**src/rtl/glcd_pkg.sv**
```systemverilog
package glcd_pkg;

   // Sync bytes that open each three-byte serial frame.
   localparam logic [7:0] SYNC_CMD = 8'hF8;
   localparam logic [7:0] SYNC_DAT = 8'hFA;

   // Command bytes of the bring-up script.
   localparam logic [7:0] OP_BASIC = 8'h20;
   localparam logic [7:0] OP_BLANK = 8'h08;
   localparam logic [7:0] OP_WIPE  = 8'h01;
   localparam logic [7:0] OP_EXT   = 8'h24;
   localparam logic [7:0] OP_GFX   = 8'h26;
   localparam logic [7:0] OP_ADDR  = 8'h80;
   localparam logic [7:0] OP_SHOW  = 8'h0C;

   typedef enum logic [1:0] {
      SH_IDLE,
      SH_LEAD,
      SH_DATA,
      SH_HIGH
   } shift_st_e;

   typedef enum logic [3:0] {
      SQ_RESET,
      SQ_BOOT,
      SQ_BASIC,
      SQ_SETTLE,
      SQ_EXT,
      SQ_ROW_Y,
      SQ_ROW_X,
      SQ_ZERO,
      SQ_ON,
      SQ_DONE
   } seq_st_e;

   // Serial byte number 'part' (0..2) of the frame for logical byte b.
   function automatic logic [7:0] frame_part(input logic [7:0] b,
                                             input logic       is_dat,
                                             input logic [1:0] part);
      case (part)
         2'd0:    frame_part = is_dat ? SYNC_DAT : SYNC_CMD;
         2'd1:    frame_part = {b[7:4], 4'b0000};
         default: frame_part = {b[3:0], 4'b0000};
      endcase
   endfunction

endpackage

```
**src/rtl/glcd_ms_timer.sv**
```systemverilog
module glcd_ms_timer #(
   parameter int CLK_HZ = 50_000_000,
   parameter int MSW    = 8
) (
   input  logic           clk,
   input  logic           rst_n,
   input  logic           start,
   input  logic [MSW-1:0] ms,
   output logic           expired
);
   localparam int CPM = CLK_HZ / 1000;
   localparam int PW  = (CPM > 1) ? $clog2(CPM) : 1;

   logic           run;
   logic           tick;
   logic [MSW-1:0] left;
   logic           exp_q;

   if (CLK_HZ < 1000) begin : g_bad_hz
      $error("glcd_ms_timer: CLK_HZ must be at least 1000");
   end

   if (CPM <= 1) begin : g_noscale
      assign tick = run;
   end else begin : g_prescale
      logic [PW-1:0] pre;
      always_ff @(posedge clk) begin
         if (!rst_n || start || !run) pre <= '0;
         else if (pre == PW'(CPM - 1)) pre <= '0;
         else pre <= pre + 1'b1;
      end
      assign tick = run && (pre == PW'(CPM - 1));
   end

   always_ff @(posedge clk) begin
      if (!rst_n) begin
         run   <= 1'b0;
         left  <= '0;
         exp_q <= 1'b0;
      end else begin
         exp_q <= 1'b0;
         if (start) begin
            run  <= 1'b1;
            left <= ms;
         end else if (tick) begin
            if (left <= MSW'(1)) begin
               run   <= 1'b0;
               exp_q <= 1'b1;
            end else begin
               left <= left - 1'b1;
            end
         end
      end
   end

   assign expired = exp_q;


   exp_single_chk: assert property (@(posedge clk) disable iff (!rst_n)
      exp_q |=> !exp_q);

   exp_after_run_chk: assert property (@(posedge clk) disable iff (!rst_n)
      exp_q |-> !run);

endmodule

```
**src/rtl/glcd_shifter.sv**
```systemverilog
module glcd_shifter
   import glcd_pkg::*;
#(
   parameter int LEAD_CYC  = 0,
   parameter int SETUP_CYC = 0,
   parameter int HOLD_CYC  = 0
) (
   input  logic       clk,
   input  logic       rst_n,
   input  logic       start,
   input  logic [7:0] din,
   output logic       idle,
   output logic       fin,
   output logic       sclk,
   output logic       sdat
);
   localparam int MAXD = (LEAD_CYC > SETUP_CYC)
                         ? ((LEAD_CYC > HOLD_CYC) ? LEAD_CYC : HOLD_CYC)
                         : ((SETUP_CYC > HOLD_CYC) ? SETUP_CYC : HOLD_CYC);
   localparam int CW   = $clog2(MAXD + 2);

   shift_st_e     st;
   logic [CW-1:0] cnt;
   logic [7:0]    shreg;
   logic [2:0]    bitn;
   logic          sclk_q, sdat_q, fin_q;

   if (LEAD_CYC < 0 || SETUP_CYC < 0 || HOLD_CYC < 0) begin : g_bad_delay
      $error("glcd_shifter: phase delays must not be negative");
   end

   always_ff @(posedge clk) begin
      if (!rst_n) begin
         st     <= SH_IDLE;
         cnt    <= '0;
         shreg  <= '0;
         bitn   <= '0;
         sclk_q <= 1'b1;
         sdat_q <= 1'b0;
         fin_q  <= 1'b0;
      end else begin
         fin_q <= 1'b0;
         case (st)
            SH_IDLE: if (start) begin
               shreg  <= din;
               bitn   <= '0;
               cnt    <= '0;
               sclk_q <= 1'b0;
               st     <= SH_LEAD;
            end
            SH_LEAD: if (cnt == CW'(LEAD_CYC)) begin
               sdat_q <= shreg[7];
               cnt    <= '0;
               st     <= SH_DATA;
            end else cnt <= cnt + 1'b1;
            SH_DATA: if (cnt == CW'(SETUP_CYC)) begin
               sclk_q <= 1'b1;
               cnt    <= '0;
               st     <= SH_HIGH;
            end else cnt <= cnt + 1'b1;
            SH_HIGH: if (cnt == CW'(HOLD_CYC)) begin
               cnt <= '0;
               if (bitn == 3'd7) begin
                  fin_q <= 1'b1;
                  st    <= SH_IDLE;
               end else begin
                  shreg  <= {shreg[6:0], 1'b0};
                  bitn   <= bitn + 1'b1;
                  sclk_q <= 1'b0;
                  st     <= SH_LEAD;
               end
            end else cnt <= cnt + 1'b1;
            default: st <= SH_IDLE;
         endcase
      end
   end

   assign idle = (st == SH_IDLE);
   assign fin  = fin_q;
   assign sclk = sclk_q;
   assign sdat = sdat_q;


   data_in_low_chk: assert property (@(posedge clk) disable iff (!rst_n)
      !$stable(sdat_q) |-> !sclk_q);

   idle_clk_high_chk: assert property (@(posedge clk) disable iff (!rst_n)
      (st == SH_IDLE) |-> sclk_q);

endmodule

```
**src/rtl/glcd_framer.sv**
```systemverilog
module glcd_framer
   import glcd_pkg::*;
(
   input  logic       clk,
   input  logic       rst_n,
   input  logic       go,
   input  logic [7:0] byte_in,
   input  logic       is_dat,
   output logic       busy,
   output logic       fin,
   output logic       ser_start,
   output logic [7:0] ser_byte,
   input  logic       ser_idle,
   input  logic       ser_fin
);
   logic [1:0] part;
   logic [7:0] lat_b;
   logic       lat_d;
   logic       busy_q, start_q, fin_q;

   always_ff @(posedge clk) begin
      if (!rst_n) begin
         part    <= '0;
         lat_b   <= '0;
         lat_d   <= 1'b0;
         busy_q  <= 1'b0;
         start_q <= 1'b0;
         fin_q   <= 1'b0;
      end else begin
         start_q <= 1'b0;
         fin_q   <= 1'b0;
         if (go && !busy_q) begin
            lat_b   <= byte_in;
            lat_d   <= is_dat;
            part    <= 2'd0;
            busy_q  <= 1'b1;
            start_q <= 1'b1;
         end else if (busy_q && ser_fin) begin
            if (part == 2'd2) begin
               busy_q <= 1'b0;
               fin_q  <= 1'b1;
            end else begin
               part    <= part + 1'b1;
               start_q <= 1'b1;
            end
         end
      end
   end

   assign busy      = busy_q;
   assign fin       = fin_q;
   assign ser_start = start_q;
   assign ser_byte  = frame_part(lat_b, lat_d, part);


   start_idle_chk: assert property (@(posedge clk) disable iff (!rst_n)
      start_q |-> ser_idle);

   go_not_busy_chk: assert property (@(posedge clk) disable iff (!rst_n)
      go |-> !busy_q);

endmodule

```
**src/rtl/glcd_bringup.sv**
```systemverilog
module glcd_bringup
   import glcd_pkg::*;
#(
   parameter int CLK_HZ    = 50_000_000,
   parameter int BOOT_MS   = 120,
   parameter int SETTLE_MS = 15,
   parameter int ROWS      = 32,
   parameter int ROW_BYTES = 16,
   parameter int LEAD_CYC  = 0,
   parameter int SETUP_CYC = 0,
   parameter int HOLD_CYC  = 0
) (
   input  logic clk,
   input  logic rst_n,
   output logic lcd_cs,
   output logic lcd_sclk,
   output logic lcd_sdat,
   output logic done
);
   localparam int MAXMS = (BOOT_MS > SETTLE_MS) ? BOOT_MS : SETTLE_MS;
   localparam int MSW   = $clog2(MAXMS + 1);
   localparam int ZEROS = 2 * ROW_BYTES;
   localparam int ZW    = $clog2(ZEROS + 1);
   localparam int YW    = $clog2(ROWS + 1);

   if (ROWS < 1 || ROWS > 32) begin : g_bad_rows
      $error("glcd_bringup: ROWS must be 1..32");
   end
   if (ROW_BYTES < 1) begin : g_bad_width
      $error("glcd_bringup: ROW_BYTES must be at least 1");
   end
   if (BOOT_MS < 1 || SETTLE_MS < 1) begin : g_bad_wait
      $error("glcd_bringup: waits must be at least 1 ms");
   end

   seq_st_e        st;
   logic           issued;
   logic [ZW-1:0]  cnt;
   logic [YW-1:0]  row;
   logic           go_q, dat_q;
   logic [7:0]     byte_q;
   logic           tmr_go;
   logic [MSW-1:0] tmr_ms;
   logic           tmr_exp;
   logic           cs_q, done_q;
   logic           fr_busy, fr_fin;
   logic           ser_start, ser_idle, ser_fin;
   logic [7:0]     ser_byte;
   logic           sending;
   logic [7:0]     cur_byte;
   logic           cur_dat;

   always_comb begin
      sending  = 1'b1;
      cur_dat  = 1'b0;
      cur_byte = 8'h00;
      case (st)
         SQ_BASIC: cur_byte = (cnt == ZW'(0)) ? OP_BASIC :
                              (cnt == ZW'(1)) ? OP_BLANK : OP_WIPE;
         SQ_EXT:   cur_byte = (cnt == ZW'(0)) ? OP_EXT : OP_GFX;
         SQ_ROW_Y: cur_byte = OP_ADDR | 8'(row);
         SQ_ROW_X: cur_byte = OP_ADDR;
         SQ_ZERO:  cur_dat  = 1'b1;
         SQ_ON:    cur_byte = OP_SHOW;
         default:  sending  = 1'b0;
      endcase
   end

   always_ff @(posedge clk) begin
      if (!rst_n) begin
         st     <= SQ_RESET;
         issued <= 1'b0;
         cnt    <= '0;
         row    <= '0;
         go_q   <= 1'b0;
         dat_q  <= 1'b0;
         byte_q <= '0;
         tmr_go <= 1'b0;
         tmr_ms <= '0;
         cs_q   <= 1'b0;
         done_q <= 1'b0;
      end else begin
         go_q   <= 1'b0;
         tmr_go <= 1'b0;
         if (sending) begin
            if (!issued) begin
               go_q   <= 1'b1;
               byte_q <= cur_byte;
               dat_q  <= cur_dat;
               issued <= 1'b1;
            end else if (fr_fin) begin
               issued <= 1'b0;
               case (st)
                  SQ_BASIC: if (cnt == ZW'(2)) begin
                     tmr_go <= 1'b1;
                     tmr_ms <= MSW'(SETTLE_MS);
                     st     <= SQ_SETTLE;
                  end else cnt <= cnt + 1'b1;
                  SQ_EXT: if (cnt == ZW'(1)) begin
                     row <= '0;
                     st  <= SQ_ROW_Y;
                  end else cnt <= cnt + 1'b1;
                  SQ_ROW_Y: st <= SQ_ROW_X;
                  SQ_ROW_X: begin
                     cnt <= '0;
                     st  <= SQ_ZERO;
                  end
                  SQ_ZERO: if (cnt == ZW'(ZEROS - 1)) begin
                     if (row == YW'(ROWS - 1)) st <= SQ_ON;
                     else begin
                        row <= row + 1'b1;
                        st  <= SQ_ROW_Y;
                     end
                  end else cnt <= cnt + 1'b1;
                  default: begin
                     cs_q   <= 1'b0;
                     done_q <= 1'b1;
                     st     <= SQ_DONE;
                  end
               endcase
            end
         end else begin
            case (st)
               SQ_RESET: begin
                  cs_q   <= 1'b1;
                  tmr_go <= 1'b1;
                  tmr_ms <= MSW'(BOOT_MS);
                  st     <= SQ_BOOT;
               end
               SQ_BOOT: if (tmr_exp) begin
                  cnt <= '0;
                  st  <= SQ_BASIC;
               end
               SQ_SETTLE: if (tmr_exp) begin
                  cnt <= '0;
                  st  <= SQ_EXT;
               end
               default: st <= SQ_DONE;
            endcase
         end
      end
   end

   glcd_ms_timer #(.CLK_HZ(CLK_HZ), .MSW(MSW)) u_timer (
      .clk     (clk),
      .rst_n   (rst_n),
      .start   (tmr_go),
      .ms      (tmr_ms),
      .expired (tmr_exp)
   );

   glcd_framer u_framer (
      .clk       (clk),
      .rst_n     (rst_n),
      .go        (go_q),
      .byte_in   (byte_q),
      .is_dat    (dat_q),
      .busy      (fr_busy),
      .fin       (fr_fin),
      .ser_start (ser_start),
      .ser_byte  (ser_byte),
      .ser_idle  (ser_idle),
      .ser_fin   (ser_fin)
   );

   glcd_shifter #(
      .LEAD_CYC  (LEAD_CYC),
      .SETUP_CYC (SETUP_CYC),
      .HOLD_CYC  (HOLD_CYC)
   ) u_shifter (
      .clk   (clk),
      .rst_n (rst_n),
      .start (ser_start),
      .din   (ser_byte),
      .idle  (ser_idle),
      .fin   (ser_fin),
      .sclk  (lcd_sclk),
      .sdat  (lcd_sdat)
   );

   assign lcd_cs = cs_q;
   assign done   = done_q;


   cs_drop_done_chk: assert property (@(posedge clk) disable iff (!rst_n)
      $fell(cs_q) |-> done_q);

   done_sticky_chk: assert property (@(posedge clk) disable iff (!rst_n)
      done_q |=> done_q);

   done_quiet_chk: assert property (@(posedge clk) disable iff (!rst_n)
      done_q |-> (!cs_q && lcd_sclk && !fr_busy));

   boot_quiet_chk: assert property (@(posedge clk) disable iff (!rst_n)
      (st == SQ_BOOT) |-> (lcd_sclk && !fr_busy));

   clk_only_selected_chk: assert property (@(posedge clk) disable iff (!rst_n)
      !cs_q |-> lcd_sclk);

endmodule

```
**config.mk**
```make
export PLATFORM = sky130hd
export DESIGN_NAME = glcd_bringup
export DESIGN_NICKNAME = d
export VERILOG_FILES = /design/src/rtl/glcd_pkg.sv /design/src/rtl/glcd_ms_timer.sv /design/src/rtl/glcd_shifter.sv /design/src/rtl/glcd_framer.sv /design/src/rtl/glcd_bringup.sv
export SDC_FILE = /design/constraint.sdc
export NUM_CORES = 1
export LEC_CHECK = 0
export BUFFER_PORTS_ARGS = -buffer_cell sky130_fd_sc_hd__buf_4
export CAP_MARGIN = 15
export CORE_UTILIZATION = 29
export DETAILED_ROUTE_END_ITERATION = 8
export REMOVE_ABC_BUFFERS = 1
export SYNTH_ARGS = -nofsm -noshare
export SYNTH_HDL_FRONTEND = slang
export SYNTH_SLANG_ARGS = --single-unit
```
**constraint.sdc**
```tcl
create_clock -name clk -period 4 [get_ports clk]
set_input_delay 0.8 -clock clk [delete_from_list [all_inputs] [get_ports clk]]
set_output_delay 0.8 -clock clk [all_outputs]
set_load 0.05 [all_outputs]
```
==> impl_metrics.json, run 1 <==
{
  "ioPinCount": 6,
  "synth_instances": 500,
  "drc_errors_left": 0,
  "layout_setup_ws_ns": 1.57,
  "via_count_of_the_first_global_routing_pass": 3339,
  "utilization": 0.333,
  "setup_viol_count_final": 0,
  "crit_path_start": "st[2]",
  "grt_pass1_wl_um": 15200,
  "arrival_ns": 2.66,
  "clk_pin_slew_ns": 0.06,
  "wl_per_cell_um": 12.7,
  "post-place-ws_ns": 1.63,
  "die-height_um": 123,
  "static-leakage-power_uw": 0.00164,
  "globalRouteTotalUtil": 0.126,
  "cts.sink_count": 85,
  "detail-route-antenna-nets": 0,
  "worst-r2r-setup-slack_ns": 1.57,
  "ys_ff_latch": 85,
  "critical_path_class": "register to register",
  "post_drt_via_cell_ratio": 5.10,
  "die-width_um": 123,
  "area_occupied_by_multi_input_gates_sq_um": 2350,
  "outcome": "finished clean",
  "floorplan.die_area_sq_um": 15100,
  "cts-root-to-sink-buffers": 2,
  "synth-main-ff-cell": "dfxtp_1",
  "grt_start_max_net_pins": 47,
  "synth.yosys.warnings": 0,
  "cts-hold-fix-buffers": 0,
  "synth-edff-count": 0,
  "rsz0062_at_grt": "false",
  "htreeDepth": 3,
  "synth_async_sr_flop_share": 0,
  "syn_avg_cell_area_sq_um": 8.49,
  "yosysSeqAreaShare": 0.401,
  "fin_setup_tns_ns": 0,
  "timing.critical_path.depth": 5,
  "crit_path_max_incr_delay_ns": 0.61,
  "timing.critical_path.required_ns": 4.23,
  "worst_ir_drop_vdd_v": 0.000207,
  "number_of_diodes": 0,
  "mappedNetlistArea_sq_um": 4250,
  "cts_repair_resize_count": 0,
  "timing_worst_slew_pin_value_ns": 0.731,
  "first_pass_iters": 4,
  "period_share": 0.607,
  "final_hold_viol_count": 0,
  "tritoncts": "built",
  "post-route-min-period_ns": 2.43,
  "core-area_sq_um": 14100,
  "report.power.total_uw": 1960,
  "timing.critical_path.fanout_max": 13,
  "drv_cap": 0,
  "endpoint": "st[0]",
  "routabilityCongestion": 0.882,
  "reg2reg_depth": 5,
  "drt_iter0_markers": 184,
  "worst_r2r_startpoint": "st[2]",
  "cts_root_buffer": "clkbuf_16",
  "cts_made_buffers": 9,
  "area_used_by_sequential_logic_in_the_layout_sq_um": 1700,
  "start_util": 0.301,
  "reg2reg_to": "st[0]",
  "critical_path.startpoint_type": "register",
  "finalMaxSlewViolations": 0,
  "ys_types": 68,
  "gr-total-overflow": 0,
  "filler_cell_count": 1475,
  "relSlewSlack": 0.511,
  "postCtsSetupBuffers": 0,
  "slowest_stage": "dfxtp_1",
  "layout.cells.non_filler": 676,
  "initial_antenna_violation_count": 0,
  "route.final.wire_length_um": 8610,
  "port-buffer-count": 5,
  "dp.cells": 660,
  "drive_above_1_share": 0.0685,
  "core.rowCount": 43,
  "final.setup_skew_ns": 0.00779,
  "vias": 3446,
  "area_growth_syn_to_layout_pct": 10.5,
  "worst_setup_path_end_kind": "register",
  "dp.final_hpwl_um": 6090,
  "timing.critical_path.cells": "nor2b_1, and3_1, a2111oi_4, or3_1, o211a_1",
  "worst_hold_path_type": "register to register",
  "total_buffers_and_inverters_traversed_by_the_critical_path": 0,
  "clk-insertion-delay-late_ns": 0.34,
  "pwr_density_cell_nw_per_um2": 417,
  "design.final.nets": 512,
  "fmax_mhz": 412,
  "crit_family": "simple AND/OR/NAND/NOR gates"
}
metrics by stage:
step | hold slack (ns) | area (sq um)
finish | 0.448 | 4690
global route | 0.476 | 4690
CTS | 0.453 | 4690
detailed placement | 0.443 | 4380
global placement | 0.430 | 4380
floorplan | 0.418 | 4110
logic make-up after synthesis:
family,count (synthesis),synth area share
AOI/OAI and AO/OA,123,0.188
xor gates and xnor gates,21,0.0433
adders and majority gates,19,0.0560
buffers and inverters,43,0.0468
DFF,85,0.401
muxes,8,0.0192
and+or+nand+nor,201,0.246
synthesized netlist by cell type, types with 5 or more instances:
master	count	area (sq um)
dfxtp_1	85	1700
nor2_1	55	206
nand2_1	51	191
a21oi_1	44	220
o21ai_0	24	120
nand3_1	22	110
ha_1	19	238
inv_1	16	60.1
clkbuf_1	13	48.8
xor2_1	13	114
and3_1	10	62.6
a211oi_1	9	67.6
nand4_1	8	50.1
xnor2_1	8	70.1
mux2i_1	7	70.1
nor2b_1	7	43.8
nor3_1	7	35.0
a31oi_1	6	37.5
buf_2	6	30.0
nand3b_1	6	45.0
and2_1	5	31.3
registers in the layout (all words and copies together) (netlist names), 4 cells and up:
signal                  count
byte_q                      7
cnt                         6
row                         6
st                          4
u_framer.lat_b              7
u_shifter.shreg             7
u_timer.g_prescale.pre     16
u_timer.left                7
how the worst min path moves through the flow:
stage	from	to	slack [ns]	depth (start not counted)
floorplan	u_timer.g_prescale.pre[0]	u_timer.g_prescale.pre[0]	0.42	1
global placement	u_timer.g_prescale.pre[0]	u_timer.g_prescale.pre[0]	0.43	1
detailed placement	u_timer.g_prescale.pre[0]	u_timer.g_prescale.pre[0]	0.44	1
CTS	byte_q[1]	u_framer.lat_b[1]	0.45	2
global route	u_timer.g_prescale.pre[0]	u_timer.g_prescale.pre[0]	0.48	1
finish	byte_q[1]	u_framer.lat_b[1]	0.45	2
report_power, final:
group	internal, uW	switching, uW	total [uW]
registers	885	29.2	914
clock network	534	330	863
logic	61.7	117	179
total	1480	476	1960
placed cells by master, fill, tap and decap left out, drive strengths merged, types with 4 or more instances in the layout:
master	synthesis	routed
a211oi	9	9
a21oi	45	45
a22oi	4	4
a31oi	6	6
and2	5	5
and3	10	10
buf	13	6
clkbuf	13	13
dfxtp	85	85
ha	19	19
inv	16	16
mux2i	7	7
nand2	51	51
nand2b	4	4
nand3	22	22
nand3b	6	6
nand4	8	8
nor2	57	57
nor2b	7	7
nor3	7	7
nor4	4	4
o21ai	28	28
o311ai	4	4
xnor2	8	8
xor2	13	13
layer usage:
layer | track usage | up-vias | wire, um
met3 | 0.0420 | 11 | 294
met1 | 0.155 | 1629 | 4200
li1 | - | 1758 | -
met2 | 0.206 | 48 | 3990
met4 | 0.0437 | 0 | 126
met5 | 0 | - | 0
worst register-to-register path: cells and delay by family, from the launching register on:
kind	cells	cell delay [ns]
and+or+nand+nor	3	1.43
DFF	1	0.61
AOI/OAI and AO/OA	2	0.27
cell type report:
type,count,share of cell area
well taps,180,0.0480
inverters,17,0.0136
multi-input cells,372,0.500
clock inverters,3,0.00906
flip-flops and latches,85,0.362
repair buffers,6,0.00959
clock buffers,13,0.0576
No activity file was read; power rests on OpenSTA's default activity.
==> inputs of run 2 (changes only) <==
--- a/config.mk
+++ b/config.mk
@@ -5,6 +5,7 @@
 export SDC_FILE = /design/constraint.sdc
 export NUM_CORES = 1
 export LEC_CHECK = 0
+export ABC_AREA = 1
 export BUFFER_PORTS_ARGS = -buffer_cell sky130_fd_sc_hd__buf_4
 export CAP_MARGIN = 15
 export CORE_UTILIZATION = 29
==> constraint.sdc (replaced) <==
create_clock -name clk -period 2.3 [get_ports clk]
set_input_delay 0.46 -clock clk [delete_from_list [all_inputs] [get_ports clk]]
set_output_delay 0.46 -clock clk [all_outputs]
set_load 0.05 [all_outputs]
==> impl_metrics.json, run 2 <==
{
  "filler_cell_count": 1610,
  "mappedNetlistArea_sq_um": 4440,
  "worst_r2r_startpoint": "u_shifter.st[0]",
  "clk-insertion-delay-late_ns": 0.35,
  "largest_register_ffs": 16,
  "synth-edff-count": 0,
  "final.setup_skew_ns": 0.00845,
  "outcome": "finished clean",
  "ys_types": 40,
  "core-area_sq_um": 14800,
  "cts_made_buffers": 9,
  "cts_repair_resize_count": 0,
  "yosysTopAreaCellShare": 0.383,
  "static-leakage-power_uw": 0.00210,
  "fin_setup_tns_ns": 0,
  "drv_cap": 0,
  "gr-total-overflow": 0,
  "synth.mux.area_fraction": 0,
  "synth_fa_ha_area_frac": 0.0535,
  "cts_root_buffer": "clkbuf_16",
  "detail-route-antenna-nets": 0,
  "tritoncts": "built",
  "dp.final_hpwl_um": 6490,
  "count_leader_synth": "nand2_1",
  "final_hold_viol_count": 0,
  "post-route-min-period_ns": 1.78,
  "first_pass_iters": 4,
  "route.met3.wl_um": 221,
  "timing.hold.worst_path_depth": 3,
  "rsz0062_at_grt": "false",
  "synth_top_family_by_area": "simple AND/OR/NAND/NOR gates",
  "setup_viol_count_final": 0,
  "synth.area.top_cells": "dfxtp_1 (38%), nand2_1 (13%), nor2_1 (9.0%), inv_1 (5.7%), a21oi_1 (5.6%)",
  "critical_path_class": "register to register",
  "ys_ff_latch": 85,
  "syn_avg_cell_area_sq_um": 6.90,
  "route.final.wire_length_um": 8890,
  "cts-hold-fix-buffers": 0,
  "postCtsSetupBuffers": 0,
  "grt_pass1_wl_um": 16200,
  "most-common-layout-cells": "nand2_1 (151), nor2_1 (106), dfxtp_1 (85)",
  "grt_start_max_net_pins": 35,
  "die-height_um": 126,
  "worst_setup_path_end_kind": "register",
  "reg2reg_depth": 11,
  "relSlewSlack": 0.715,
  "hold_start": "rst_n",
  "synth.yosys.warnings": 0,
  "finalMaxSlewViolations": 0,
  "timing.critical_path.fanout_max": 9,
  "timing.critical_path.required_ns": 2.53,
  "die-width_um": 126,
  "routabilityCongestion": 0.833,
  "drive_above_1_share": 0.0897,
  "worst_hold_path_type": "primary input to register",
  "synthXorXnorAreaFrac": 0.00789,
  "htreeDepth": 3,
  "dp.cells": 826,
  "yosysSeqAreaShare": 0.383,
  "timing_worst_slew_pin_value_ns": 0.424,
  "period_share": 0.775,
  "via_count_of_the_first_global_routing_pass": 3569,
  "core.rowCount": 44,
  "synthSimpleGateAreaFrac": 0.344,
  "floorplan.die_area_sq_um": 15800,
  "dr_wl_met2_um": 3790,
  "route.top_layer_used": "met4",
  "design.final.nets": 674,
  "m1WireLength_um": 4670,
  "synth_async_sr_flop_share": 0,
  "layout.cells.non_filler": 842,
  "critical_path.startpoint_type": "register",
  "synth-main-ff-cell": "dfxtp_1",
  "arrival_ns": 2.01,
  "vias": 3860,
  "regMostFlops": "u_timer.g_prescale.pre",
  "synth_instances": 644,
  "drt_iter0_markers": 215,
  "cts-root-to-sink-buffers": 2,
  "start_util": 0.301,
  "initial_antenna_violation_count": 0,
  "wl_per_cell_um": 10.6,
  "globalRouteTotalUtil": 0.124,
  "cts.sink_count": 85,
  "fmax_mhz": 561,
  "synth_largest_area_cell": "dfxtp_1",
  "port-buffer-count": 5,
  "layout_commonest_cell": "nand2_1",
  "worst_ir_drop_vdd_v": 0.000394,
  "post_drt_via_cell_ratio": 4.58,
  "number_of_diodes": 0,
  "synth.top_cells.by_count": "nand2_1 (151), nor2_1 (106), dfxtp_1 (85)",
  "crit_path_start": "u_shifter.st[0]",
  "pwr_density_cell_nw_per_um2": 1140,
  "drc_errors_left": 0,
  "clk_pin_slew_ns": 0.07,
  "compound_cell_area_share_of_the_yosys_netlist": 0.137,
  "hold_slack_ns": 0.400,
  "area_growth_syn_to_layout_pct": 11.9,
  "ioPinCount": 6
}
run 2: cell types whose count changed after synthesis, moves of 10 or more:
cell | before | now
and3_1 | 10 | 0
xor2_1 | 13 | 3
nor2_1 | 55 | 106
nand2_1 | 51 | 151
inv_1 | 16 | 68
nand3_1 | 22 | 44
o21ai_0 | 24 | 38
run 2: layout make-up:
| class | count | area [sq um] | share of cell area |
|---|---|---|---|
| Timing Repair Buffer | 9 | 67.6 | 0.0136 |
| Clock inverter | 7 | 63.8 | 0.0128 |
| Multi-Input combinational cell | 476 | 2410 | 0.485 |
| Clock buffer | 9 | 225 | 0.0453 |
| Inverter | 72 | 270 | 0.0544 |
| Sequential cell | 85 | 1700 | 0.342 |
| Tap cell | 184 | 230 | 0.0463 |
run 2: routing by layer:
metal / GRT usage / vias to the layer above
met3: 0.0217 / 14
li1: - / 2102
met2: 0.196 / 35
met5: 0 / -
met1: 0.164 / 1709
met4: 0.0617 / 0
run 2: worst paths after layout:
path,to,slack [ns]
min,u_timer.left[5],0.40
min reg2reg,u_timer.g_prescale.pre[0],0.44
max reg2reg,u_shifter.shreg[4],0.52
max,u_shifter.shreg[4],0.52
run 2: cells by family after synthesis:
| logic type | Yosys count |
|---|---|
| buffers and inverters | 83 |
| AOI/OAI and AO/OA | 109 |
| xor gates and xnor gates | 4 |
| and+or+nand+nor | 344 |
| DFF | 85 |
| adders and majority gates | 19 |
run 2: stage by stage:
step	setup WS (ns)	total power, uW	cell area, sq um	utilization
6_report	0.517	5640	4970	0.337
5_1_grt	0.250	6200	4970	0.337
4_1_cts	0.516	5710	4970	0.337
3_5_place_dp	0.541	4270	4680	0.317
3_3_place_gp	0.583	4260	4680	0.317
2_1_floorplan	0.595	3780	4380	-
run 2: power breakdown:
part           internal, uW  switching, uW  total [uW]
clock network           758            652        1410
logic                   733           1440        2170
registers              1800            264        2060
total                  3290           2350        5640
run 2: worst max-delay path: stages, from the launching register on:
cell and delay [ns]:
dfxtp_1 0.43, inv_1 0.11, ha_1 0.20, inv_1 0.05, nor2_1 0.07, nor2_1 0.13
inv_1 0.07, nor2_1 0.09, buf_4 0.15, inv_1 0.13, a21oi_1 0.15, a21oi_1 0.08
